File: config.mk
export PLATFORM = sky130hd
export DESIGN_NAME = sigflag_match
export DESIGN_NICKNAME = d
export VERILOG_FILES = /design/src/rtl/sigflag_pkg.sv /design/src/rtl/sigflag_decode.sv /design/src/rtl/sigflag_cmp.sv /design/src/rtl/sigflag_scan_fsm.sv /design/src/rtl/sigflag_match.sv
export SDC_FILE = /design/constraint.sdc
export NUM_CORES = 1
export LEC_CHECK = 0
export BUFFER_PORTS_ARGS = -buffer_cell sky130_fd_sc_hd__buf_2
export CAP_MARGIN = 40
export CORE_AREA = 8 8 100 102
export DETAILED_ROUTE_END_ITERATION = 8
export DIE_AREA = 0 0 108 110
export PLACE_DENSITY = 0.67
export SYNTH_ARGS = -nofsm -noshare
export SYNTH_HDL_FRONTEND = slang
export SYNTH_SLANG_ARGS = --single-unit
File: constraint.sdc
create_clock -name clk_i -period 2.23 [get_ports clk_i]
set_clock_uncertainty 0.15 [all_clocks]
set_input_delay 0 -clock clk_i [delete_from_list [all_inputs] [get_ports clk_i]]
set_output_delay 0 -clock clk_i [all_outputs]
set_load 0.1 [all_outputs]
File: src/rtl/sigflag_pkg.sv
package sigflag_pkg;
  typedef enum logic {
    ST_IDLE = 1'b0,
    ST_SCAN = 1'b1
  } scan_st_e;
endpackage

File: src/rtl/sigflag_decode.sv
module sigflag_decode #(
  parameter int REG_W  = 64,
  parameter int IDX_LSB = 50,
  parameter int IDX_W  = 3,
  localparam int FLAG_W = 1 << IDX_W
) (
  input  logic [REG_W-1:0]  plat_id_i,
  input  logic              legacy_i,
  output logic [FLAG_W-1:0] flag_o
);
  logic [IDX_W-1:0] idx;

  assign idx = plat_id_i[IDX_LSB +: IDX_W];

  for (genvar g = 0; g < FLAG_W; g++) begin : g_bit
    assign flag_o[g] = !legacy_i && (idx == IDX_W'(g));
  end
endmodule

File: src/rtl/sigflag_cmp.sv
module sigflag_cmp #(
  parameter int SIG_W  = 32,
  parameter int FLAG_W = 8
) (
  input  logic [SIG_W-1:0]  a_sig_i,
  input  logic [FLAG_W-1:0] a_flag_i,
  input  logic [SIG_W-1:0]  b_sig_i,
  input  logic [FLAG_W-1:0] b_flag_i,
  output logic              hit_o
);
  logic sig_eq;
  logic both_zero;
  logic overlap;

  always_comb begin
    sig_eq    = (a_sig_i == b_sig_i);
    both_zero = (a_flag_i == '0) && (b_flag_i == '0);
    overlap   = |(a_flag_i & b_flag_i);
    hit_o     = sig_eq && (both_zero || overlap);
  end
endmodule

File: src/rtl/sigflag_scan_fsm.sv
module sigflag_scan_fsm
  import sigflag_pkg::*;
(
  input  logic clk_i,
  input  logic rst_ni,
  input  logic start_i,
  input  logic ext_present_i,
  input  logic prim_hit_i,
  input  logic ent_valid_i,
  input  logic ent_last_i,
  input  logic ent_hit_i,
  output logic load_o,
  output logic scanning_o,
  output logic res_valid_o,
  output logic res_match_o
);
  scan_st_e st_q, st_d;
  logic     valid_q, valid_d;
  logic     match_q, match_d;
  logic     match_en;

  always_comb begin
    st_d     = st_q;
    valid_d  = 1'b0;
    match_d  = match_q;
    match_en = 1'b0;
    load_o   = 1'b0;
    unique case (st_q)
      ST_IDLE: begin
        if (start_i) begin
          load_o = 1'b1;
          if (prim_hit_i) begin
            valid_d  = 1'b1;
            match_d  = 1'b1;
            match_en = 1'b1;
          end else if (!ext_present_i) begin
            valid_d  = 1'b1;
            match_d  = 1'b0;
            match_en = 1'b1;
          end else begin
            st_d = ST_SCAN;
          end
        end
      end
      ST_SCAN: begin
        if (ent_valid_i) begin
          if (ent_hit_i) begin
            valid_d  = 1'b1;
            match_d  = 1'b1;
            match_en = 1'b1;
            st_d     = ST_IDLE;
          end else if (ent_last_i) begin
            valid_d  = 1'b1;
            match_d  = 1'b0;
            match_en = 1'b1;
            st_d     = ST_IDLE;
          end
        end
      end
      default: st_d = ST_IDLE;
    endcase
  end

  always_ff @(posedge clk_i or negedge rst_ni) begin
    if (!rst_ni) begin
      st_q    <= ST_IDLE;
      valid_q <= 1'b0;
      match_q <= 1'b0;
    end else begin
      st_q    <= st_d;
      valid_q <= valid_d;
      if (match_en) begin
        match_q <= match_d;
      end
    end
  end

  assign scanning_o  = (st_q == ST_SCAN);
  assign res_valid_o = valid_q;
  assign res_match_o = match_q;
endmodule

File: src/rtl/sigflag_match.sv
module sigflag_match #(
  parameter int SIG_W   = 32,
  parameter int REG_W   = 64,
  parameter int IDX_LSB = 50,
  parameter int IDX_W   = 3,
  localparam int FLAG_W = 1 << IDX_W
) (
  input  logic              clk_i,
  input  logic              rst_ni,
  input  logic              start_i,
  input  logic [SIG_W-1:0]  cpu_sig_i,
  input  logic [REG_W-1:0]  plat_id_i,
  input  logic              legacy_i,
  input  logic [SIG_W-1:0]  prim_sig_i,
  input  logic [FLAG_W-1:0] prim_flags_i,
  input  logic              ext_present_i,
  input  logic              ent_valid_i,
  input  logic [SIG_W-1:0]  ent_sig_i,
  input  logic [FLAG_W-1:0] ent_flags_i,
  input  logic              ent_last_i,
  output logic              res_valid_o,
  output logic              res_match_o
);
  logic [1:0]        rst_sync_q;
  logic              rst_sync_n;
  logic [FLAG_W-1:0] cur_flag;
  logic [SIG_W-1:0]  sig_q, sig_d;
  logic [FLAG_W-1:0] flag_q, flag_d;
  logic              load;
  logic              scanning;
  logic              prim_hit;
  logic              ent_hit;

  always_ff @(posedge clk_i or negedge rst_ni) begin
    if (!rst_ni) begin
      rst_sync_q <= 2'b00;
    end else begin
      rst_sync_q <= {rst_sync_q[0], 1'b1};
    end
  end
  assign rst_sync_n = rst_sync_q[1];

  sigflag_decode #(
    .REG_W(REG_W), .IDX_LSB(IDX_LSB), .IDX_W(IDX_W)
  ) u_decode (
    .plat_id_i(plat_id_i),
    .legacy_i (legacy_i),
    .flag_o   (cur_flag)
  );

  sigflag_cmp #(.SIG_W(SIG_W), .FLAG_W(FLAG_W)) u_prim_cmp (
    .a_sig_i (cpu_sig_i),
    .a_flag_i(cur_flag),
    .b_sig_i (prim_sig_i),
    .b_flag_i(prim_flags_i),
    .hit_o   (prim_hit)
  );

  always_comb begin
    sig_d  = load ? cpu_sig_i : sig_q;
    flag_d = load ? cur_flag  : flag_q;
  end

  always_ff @(posedge clk_i or negedge rst_sync_n) begin
    if (!rst_sync_n) begin
      sig_q  <= '0;
      flag_q <= '0;
    end else begin
      sig_q  <= sig_d;
      flag_q <= flag_d;
    end
  end

  sigflag_cmp #(.SIG_W(SIG_W), .FLAG_W(FLAG_W)) u_ent_cmp (
    .a_sig_i (sig_q),
    .a_flag_i(flag_q),
    .b_sig_i (ent_sig_i),
    .b_flag_i(ent_flags_i),
    .hit_o   (ent_hit)
  );

  sigflag_scan_fsm u_fsm (
    .clk_i        (clk_i),
    .rst_ni       (rst_sync_n),
    .start_i      (start_i),
    .ext_present_i(ext_present_i),
    .prim_hit_i   (prim_hit),
    .ent_valid_i  (ent_valid_i),
    .ent_last_i   (ent_last_i),
    .ent_hit_i    (ent_hit),
    .load_o       (load),
    .scanning_o   (scanning),
    .res_valid_o  (res_valid_o),
    .res_match_o  (res_match_o)
  );
endmodule

* Yosys cells after proc, flatten, opt, wreduce, memory -nomap -nowiden
Cells that the tools add are included.
** Word-level totals
- Input bits :: 183
- Register bits after elaboration :: 45
- Word-level logic and storage cells :: 68
** Operators by class
- Bitwise logic cells :: 3
- Mux-type cells :: 23
- Reductions and logical operators :: 23
- Eq/ne operators :: 13
** Operator list (count)
- 32-bit equality test :: 2
- 8-bit zero test :: 4
- 1-bit 2-to-1 mux :: 20
- 8-bit AND :: 2
- 8-bit OR reduction :: 2
- 3-bit equality test, second input constant :: 4
- 1-bit logical AND :: 12
- 3-bit by 2-bit equality test with 1-bit output, second input constant :: 2
- 3-bit inequality test, second input constant :: 2
- 1-bit case mux with 2 select lines :: 3
- 5-bit AND reduction :: 1
- 2-bit inequality test, second input constant :: 2
- 3-bit by 1-bit equality test with 1-bit output, second input constant :: 1
- 3-bit zero test :: 1
- 1-bit logical OR :: 2
- 1-bit zero test :: 1
- 1-bit inverter :: 1

* Depth between registers and ports, before layout
Gate-level depths: netlist (run 1).
- Word-level depth :: 10
- Depth in mapped cells :: 7

* By module
Synthesis (run 1) repeated with hierarchy kept, for this count alone.
** Second synthesis, totals
- Cells, all modules :: 213
- Area, all modules :: 2636.3 um^2
** By module, submodules not included
- sigflag_match :: instances 1, cells an instance 87, area each 1550.2 um^2
- sigflag_cmp :: instances 2, cells an instance 53, area each 425.4 um^2
- sigflag_scan_fsm :: instances 1, cells an instance 12, area each 153.9 um^2
- sigflag_decode :: instances 1, cells an instance 8, area each 81.3 um^2

* Worst setup path before layout (run 1)
OpenSTA, ideal clock, no wires.
- Kind :: reg-to-reg
- Start point :: register sig_q[14]
- End point :: register u_fsm.match_q (netlist: u_fsm.res_match_o)
- Data arrival time :: 1.566 ns
- Required time :: 1.952 ns
- Cell stages (with the launch flop) :: 7
- Slack :: 0.386 ns
- Library setup time :: 0.128 ns
- Path through :: dfrtp_1 -> xnor2_1 -> nand4_1 -> nor4_1 -> a31oi_1 -> o22ai_2 -> mux2_1
** Between the ends
- Longest elaborated chain between the ends :: 6
- Elaborated cells between the ends (all ways) :: 10
- Those cells by class :: 2 x eq/ne; 6 x mux; 2 x reduce/logical
** Ends and longest elaborated chain
- from (decl) :: line sigflag_match.sv:27 : logic [SIG_W-1:0] sig_q, sig_d;
- from (signal assigned) :: line sigflag_match.sv:69 : sig_q <= sig_d;
- 32-bit equality test :: line sigflag_cmp.sv:16 : sig_eq = (a_sig_i == b_sig_i);
- 1-bit logical AND :: line sigflag_cmp.sv:19 : hit_o = sig_eq && (both_zero || overlap);
- 1-bit 2-to-1 mux :: line sigflag_scan_fsm.sv:47 : if (ent_hit_i) begin
- 1-bit 2-to-1 mux :: line sigflag_scan_fsm.sv:46 : if (ent_valid_i) begin
- 1-bit case mux with 2 select lines :: line sigflag_scan_fsm.sv:28 : unique case (st_q)
- net u_fsm.match_en :: line sigflag_scan_fsm.sv:20 : logic match_en;
- 5-bit AND reduction (no source line)
- to (signal assigned) :: line sigflag_scan_fsm.sv:73 : match_q <= match_d;
- to (decl) :: line sigflag_scan_fsm.sv:19 : logic match_q, match_d;
The timed path passes the listed nets, and every way through them passes these cells. The select of a mux whose other input is x is not followed.
A chain may end at the register's enable or synchronous reset.

* Final worst setup path (run 1)
- Start point :: input port cpu_sig_i[2]
- End point :: register u_fsm.match_q (netlist: u_fsm.res_match_o)
** Between the ends
- Longest elaborated chain between the ends :: 6
- Elaborated cells between the ends (all ways) :: 10
- Those cells by class :: 2 x eq/ne; 6 x mux; 2 x reduce/logical
** Ends and longest elaborated chain
- from (decl) :: line sigflag_match.sv:11 : input logic [SIG_W-1:0] cpu_sig_i,
- 32-bit equality test :: line sigflag_cmp.sv:16
- 1-bit logical AND :: line sigflag_cmp.sv:19
- 1-bit 2-to-1 mux :: line sigflag_scan_fsm.sv:32 : if (prim_hit_i) begin
- 1-bit 2-to-1 mux :: line sigflag_scan_fsm.sv:30 : if (start_i) begin
- 1-bit case mux with 2 select lines :: line sigflag_scan_fsm.sv:28
- net u_fsm.match_en :: line sigflag_scan_fsm.sv:20
- 5-bit AND reduction (no source line)
The timed path passes the listed nets, and every way through them passes these cells. The select of a mux whose other input is x is not followed.

==> key figures, run 1 <==
Clock network
  • H-Tree Level Count: 2
  • Post-CTS setup repair buffer count: 0
  • Total CTS buffers: 5
  • CTS tree: done
  • Clock sink count: 45
  • Post-CTS clock slew at the launch and capture registers of the worst setup and hold paths: 0.09 ns
  • Later-pin clock latency in the skew report: 0.30 ns
  • Maximum count of clock buffers along a single path: 2
  • Root buf cell: clkbuf_8

Floorplan
  • Placement Rows: 34
  • Starting Density: 0.308
  • Overall die area: 11900 µm²
  • Count of pins on the block boundary: 185
  • Placeable core area: 8470 µm²
  • Y dimension of the die: 110 µm
  • Die boundary width: 108 µm

Pwr
  • Fraction of power consumed by combinational cells: 0.307
  • Clock network power share: 0.246
  • Sequential fraction of design power: 0.447
  • Proportion of total power due to net switching: 0.291
  • Power per Cell Area: 657 nW/µm²
  • Lkg Pwr: 1.74 nW
  • Worst voltage drop across the vdd grid: 323 µV
  • Internal power: 0.00186 W
  • Net load switching power: 0.000763 W

Outcome
  • Result of the run: completed

Place
  • Cell area reported after detailed placement: 3390 µm²
  • HPWL after detailed placement: 6.43 mm
  • Number of I/O port buffers: 123
  • Placement-stage worst setup slack: -0.0153 ns
  • Last weighted congestion value of the routability-driven placer: 0.766

GRT
  • Via count of the first global-routing pass: 2654
  • Sum of overflow across all layers after global routing: 0
  • Largest net degree at the start of global routing: 23
  • Antenna violations before repair: 1
  • Aggregate global-route resource usage: 0.136
  • First-pass GRT wire length: 12.6 mm

Critical path
  • Critical path's slowest cell: dlygate4sd3_1
  • CP required: 2.26 ns
  • Crit-path max FO: 2
  • Series of cell instances along the critical path: dlygate4sd3_1 -> buf_2 -> xnor2_1 -> nand4_1 -> nor4_2 -> a41oi_2 -> o22ai_2 -> mux2_1
  • Critical Path Start Type: input pin
  • Arr. time, crit path: 2.17 ns
  • Number of buffer and inverter instances along the worst setup path: 2
  • CP Capture Type: flop
  • Category of cells accounting for the largest share of critical-path delay: buffers and inverters
  • Worst path max stage delay: 0.53 ns
  • Category of the critical setup timing path: in -> reg

Drt
  • Vias per cell: 4.61
  • DRC marker count from the first detailed-route iteration: 68
  • DRC Markers: 0
  • Total wire length: 8.11 mm
  • 1st-pass router iterations: 4
  • Final ANT Viol Nets: 0
  • Routed length per placed instance: 15.9 µm
  • Vias after detailed routing: 2345

Cells and area
  • Finished Core Util: 0.472
  • Diode insertion count for antenna repair: 0
  • Layout Cell Area excl Fill: 3990 µm²
  • Share of final-layout standard cells stronger than drive strength 1: 0.379
  • Area growth from synthesis to final layout: 53.0%
  • Filler cells: 775
  • Final #Nets: 583

Synthesis
  • Number of standard cells after synthesis: 225
  • Post-synthesis simple-gate area fraction: 0.123
  • Flip-flop and latch count after synthesis: 45
  • Synthesized-area fraction occupied by xor and xnor cells: 0.215
  • Sequential element share of the synthesized area: 0.431
  • Syn_nets: 408
  • Post-synthesis instance area: 2610 µm²
  • Area fraction in compound gates after synthesis: 0.0590
  • Post-synthesis mux area share: 0.155
  • Dominant combinational cell family by area after synthesis: XOR/XNOR gates
  • Adder-cell share of the synthesized area: 0
  • Count of cell types in the netlist: 36
  • Mean area per synthesized cell: 11.6 µm²
  • Yosys warnings: 0

Timing
  • Actual slew at the worst max-slew pin: 0.503 ns
  • Final worst-path cycle share: 0.961
  • Worst slew margin: 0.664
  • RSZ-0062 raised after global routing: true
  • Final worst path period need: 2.14 ns
  • F_max: 467 MHz
  • Final Hold Violating Endpoints: 0
  • Accumulated negative setup slack: 0 ns
  • Max-slew violation count: 0
  • Final Worst Setup Slack: 0.0876 ns
  • Setup-violating endpoint count in the final report: 0

Flow run
  • Max Cap Viol: 0

Worst hold path
  • Min-delay worst type: reg -> async
per-stage QoR:
step / hold slack, ns / std cells / total power (W)
2_1_floorplan: -0.446 / 225 / 0.00166
3_3_place_gp: -0.364 / 457 / 0.00190
3_5_place_dp: -0.361 / 457 / 0.00193
4_1_cts: 0.0882 / 509 / 0.00265
5_1_grt: 0.112 / 509 / 0.00279
6_report: 0.0861 / 509 / 0.00262
timing repair:
item                                    in CTS  in global routing
resized for setup                            1                  5
hold buffers                                44                  0
pin swaps                                    0                  2
endpoints found under the hold margin       44                  0
gates cloned                                 0                  0
endpoints found under the setup margin       1                  1
sequential cells by signal, indices dropped and copies added, names as in the netlist:
register,count
sig_q,32
u_fsm.res_valid_o,1
flag_q,8
rst_sync_q,2
u_fsm.scanning_o,1
u_fsm.res_match_o,1
layout by cell type (no fill, tap or decap), types with 3 or more instances in the layout:
master	count
clkbuf_8	6
nand4_1	20
xnor2_1	61
dlygate4sd3_1	44
o21ai_1	5
xnor2_2	3
buf_2	123
nand3_1	3
buf_4	7
a32o_1	3
dfrtp_1	44
mux2_1	33
nor4_1	4
nand2_1	9
inv_1	3
path summary, 6_finish.rpt:
check	slack (ns)	start	endpoint	depth (start not counted)
max	0.09	cpu_sig_i[2]	u_fsm.res_match_o	8
min	0.09	rst_sync_q[1]	sig_q[22]	0
max reg2reg	0.12	sig_q[2]	u_fsm.res_match_o	7
min reg2reg	0.09	rst_sync_q[1]	sig_q[22]	0
max in group asynchronous	1.22	rst_sync_q[1]	u_fsm.res_valid_o	1
min in group clk_i	0.10	plat_id_i[52]	flag_q[4]	3
cell families after synthesis:
| logic type | count (synthesis) |
|---|---|
| AND/OR/NAND/NOR | 51 |
| other | 1 |
| multiplexers | 35 |
| AO/OA/AOI/OAI | 19 |
| XOR/XNOR | 64 |
| buffers and inverters | 10 |
| flip-flops | 45 |
layer usage:
metal  GRT usage  up-vias  routed length (µm)
met5           0        -                  13
met4      0.0297        2                  91
met3      0.0465       11                 617
met2       0.242       83                4010
met1       0.152     1081                3380
li1            -     1168                   -
final cells by class:
cell class / count / area [µm²] / area share
clock buffer: 6 / 82.6 / 0.0207
clock inverter: 2 / 37.5 / 0.00940
inverter: 4 / 15.0 / 0.00376
multi-input combinational: 170 / 1490 / 0.372
sequential: 45 / 1130 / 0.282
tap: 108 / 135 / 0.0338
timing repair buffer: 174 / 1110 / 0.278
cells in the mapped netlist (all sizes together):
cell type	count	area, µm²
a2bb2oi	1	8.76
or2	1	6.26
dfrtp	45	1130
nor3b	1	7.51
or4	2	15.0
a22o	2	17.5
inv	4	15.0
mux2i	1	10.0
nor2	2	7.51
a31oi	1	6.26
o21ai	6	30.0
nand3	3	15.0
clkbuf	1	3.75
xnor2	64	561
buf	5	21.3
a221oi	1	8.76
or3	1	6.26
nand4b	1	15.0
mux2	33	372
nor4	8	71.3
nand2	10	40.0
a41oi	1	16.3
o22ai	1	12.5
o2111ai	1	8.76
nand2b	2	12.5
nand4	20	125
a32o	3	30.0
a22oi	2	15.0
conb	1	3.75
mux4	1	22.5
power by group through the flow:
stage | clock (W) | combinational, W | sequential (W)
floorplan | 0 | 0.000481 | 0.00118
global placement | 0 | 0.000721 | 0.00118
detailed placement | 0 | 0.000740 | 0.00119
CTS | 0.000672 | 0.000805 | 0.00117
global route | 0.000698 | 0.000889 | 0.00120
finish | 0.000646 | 0.000806 | 0.00117
Power figures use the tool's default switching activity.
==> run 2, diff against run 1 <==
--- a/config.mk
+++ b/config.mk
@@ -7,10 +7,10 @@
 export LEC_CHECK = 0
 export BUFFER_PORTS_ARGS = -buffer_cell sky130_fd_sc_hd__buf_2
 export CAP_MARGIN = 40
-export CORE_AREA = 8 8 100 102
+export CORE_AREA = 8 8 86 88
 export DETAILED_ROUTE_END_ITERATION = 8
-export DIE_AREA = 0 0 108 110
-export PLACE_DENSITY = 0.67
+export DIE_AREA = 0 0 94 96
+export PLACE_DENSITY = 0.87
 export SYNTH_ARGS = -nofsm -noshare
 export SYNTH_HDL_FRONTEND = slang
 export SYNTH_SLANG_ARGS = --single-unit
==> key figures, run 2 (synthesis gave the netlist of run 1 again) <==
Timing
  • Accumulated negative setup slack: 0 ns (unchanged)
  • Max-slew violation count: 0 (unchanged)
  • F_max: 467 MHz (about the same)
  • Actual slew at the worst max-slew pin: 0.522 ns (+0.0182 ns)
  • Final worst-path cycle share: 0.960 (about the same)
  • Final worst path period need: 2.14 ns (-0.00148 ns)
  • Final Hold Violating Endpoints: 0 (unchanged)
  • Setup-violating endpoint count in the final report: 0 (unchanged)
  • Worst slew margin: 0.652 (-0.0121)
  • RSZ-0062 raised after global routing: true

GRT
  • Aggregate global-route resource usage: 0.193 (+0.0577)
  • Met2 Use GR: 0.324 (+0.0819)
  • Sum of overflow across all layers after global routing: 0 (unchanged)
  • Most used routing layer: met2
  • Largest net degree at the start of global routing: 25 (+8.7%)
  • First-pass GRT wire length: 13.5 mm (+7.1%)
  • Routing usage on met3: 0.0679 (+0.0214)
  • Antenna violations before repair: 2 (+1)
  • Met1 layer usage reported by global route: 0.213 (+0.0605)
  • Via count of the first global-routing pass: 2814 (+6.0%)

Pwr
  • Lkg Pwr: 1.72 nW (-1.1%)
  • Power per Cell Area: 642 nW/µm² (-2.3%)
  • Worst voltage drop across the vdd grid: 389 µV (+20%)
  • Power consumption: 0.00252 W (-4.0%)

Cells and area
  • Area growth from synthesis to final layout: 50.3%
  • Final #Nets: 582 (-0.17%)
  • Share of final-layout standard cells stronger than drive strength 1: 0.378 (-0.000606)
  • Register with the most flip-flops: sig_q
  • Sequential cell area: 1130 µm² (unchanged)
  • Footprint of the multi-input gates: 1490 µm² (about the same)
  • Largest regs: sig_q: 32 flops, flag_q: 8 flops, rst_sync_q: 2 flops
  • Max FFs per register: 32 (unchanged)
  • Filler cells: 481 (-38%)
  • Most used cells in the layout excluding fill and tap cells: buf_2, xnor2_1, dfrtp_1, dlygate4sd3_1, mux2_1
  • Finished Core Util: 0.644 (+0.172)
  • Most common library cell in the layout ignoring fill and taps: buf_2

Floorplan
  • Die boundary width: 94 µm (-13%)
  • Count of pins on the block boundary: 185 (unchanged)
  • Y dimension of the die: 96 µm (-13%)
  • Placeable core area: 6100 µm² (-28%)
  • Placement Rows: 29 (-15%)
  • Starting Density: 0.428 (+0.120)
  • Overall die area: 9020 µm² (-24%)

Critical path
  • Critical Path Start Type: input pin
  • Setup slack, reg-to-reg: 0.11 ns (about the same)
  • Crit-path max FO: 2 (unchanged)
  • FF-to-FF Start: sig_q[6]
  • CP required: 2.25 ns (about the same)
  • Worst reg2reg path depth: 7 (unchanged)
  • CP Capture Type: flop
  • Reg-to-Reg End: u_fsm.res_match_o
  • Category of the critical setup timing path: in -> reg
  • Arr. time, crit path: 2.16 ns (about the same)

Drt
  • DRC Markers: 0 (unchanged)
  • Routed length per placed instance: 18.0 µm (+13%)
  • DRC marker count from the first detailed-route iteration: 90 (+32%)
  • Vias after detailed routing: 2463 (+5.0%)
  • Vias per cell: 5.16 (+12%)
  • Final ANT Viol Nets: 0 (unchanged)
  • 1st-pass router iterations: 4 (unchanged)
  • Total wire length: 8.59 mm (+5.9%)

Clock network
  • Maximum count of clock buffers along a single path: 2 (unchanged)
  • Post-CTS clock slew at the launch and capture registers of the worst setup and hold paths: 0.09 ns (about the same)
  • Later-pin clock latency in the skew report: 0.31 ns (about the same)
  • Root buf cell: clkbuf_8
  • H-Tree Level Count: 2 (unchanged)
  • CTS tree: done
  • Clock sink count: 45 (unchanged)
  • Total CTS buffers: 5 (unchanged)

Flow run
  • Max Cap Viol: 0 (unchanged)

Outcome
  • Result of the run: completed

Place
  • Number of I/O port buffers: 123 (unchanged)
  • HPWL after detailed placement: 6.49 mm (+0.82%)
  • Last weighted congestion value of the routability-driven placer: 0.844 (+10%)

Worst hold path
  • Min-delay worst type: reg -> async
## run 2: how the worst max path moves through the flow
stage,cells past startpoint,from,slack [ns],end
final,8,cpu_sig_i[2],0.09,u_fsm.res_match_o
after global routing,7,sig_q[17],-0.02,u_fsm.res_match_o
after CTS,7,sig_q[27],0.02,u_fsm.res_match_o
after detailed placement,7,sig_q[27],0.06,u_fsm.res_match_o
after global placement,7,sig_q[11],0.01,u_fsm.res_match_o
after floorplan,6,sig_q[14],0.39,u_fsm.res_match_o
## run 2: cell type report
class,count,share of cell area
diodes,1,0.000638
clock buffers,5,0.0175
clock inverters,2,0.00351
inverters,4,0.00383
multi-input cells,170,0.379
flip-flops and latches,45,0.287
well taps,77,0.0246
repair buffers,173,0.284
## run 2: what timing repair did
| action | 4_1_cts | 5_1_grt |
|---|---|---|
| setup buffers | 0 | 0 |
| endpoints found under the hold margin | 44 | 0 |
| hold buffers | 44 | 0 |
| setup endpoints to repair | 0 | 1 |
| gates resized for setup | 0 | 6 |
## run 2: per-layer routing
layer | share of wire | wire length [µm]
met1 | 0.39 | 3340
met2 | 0.49 | 4250
met3 | 0.081 | 692
met4 | 0.034 | 292
met5 | 0.0015 | 13
## run 2: stage by stage
| stage | worst slack, ns | hold slack [ns] | cell area (µm²) | std cells |
|---|---|---|---|---|
| global route | -0.0239 | 0.109 | 3920 | 477 |
| floorplan | 0.386 | -0.446 | 2610 | 225 |
| CTS | 0.0214 | 0.0786 | 3880 | 476 |
| global placement | 0.0124 | -0.365 | 3360 | 425 |
| detailed placement | 0.0638 | -0.360 | 3360 | 425 |
| finish | 0.0890 | 0.0644 | 3920 | 477 |
## run 2: worst max-delay path: stages
cell,delay (ns)
dlygate4sd3_1,0.53
buf_2,0.13
xnor2_1,0.26
nand4_1,0.15
nor4_2,0.38
a41oi_2,0.20
o22ai_2,0.16
mux2_1,0.35
## run 2: where the power goes
group          switching, W  internal, W
clock              0.000287     0.000217
sequential         0.000161      0.00102
combinational      0.000344     0.000487
total              0.000792      0.00173
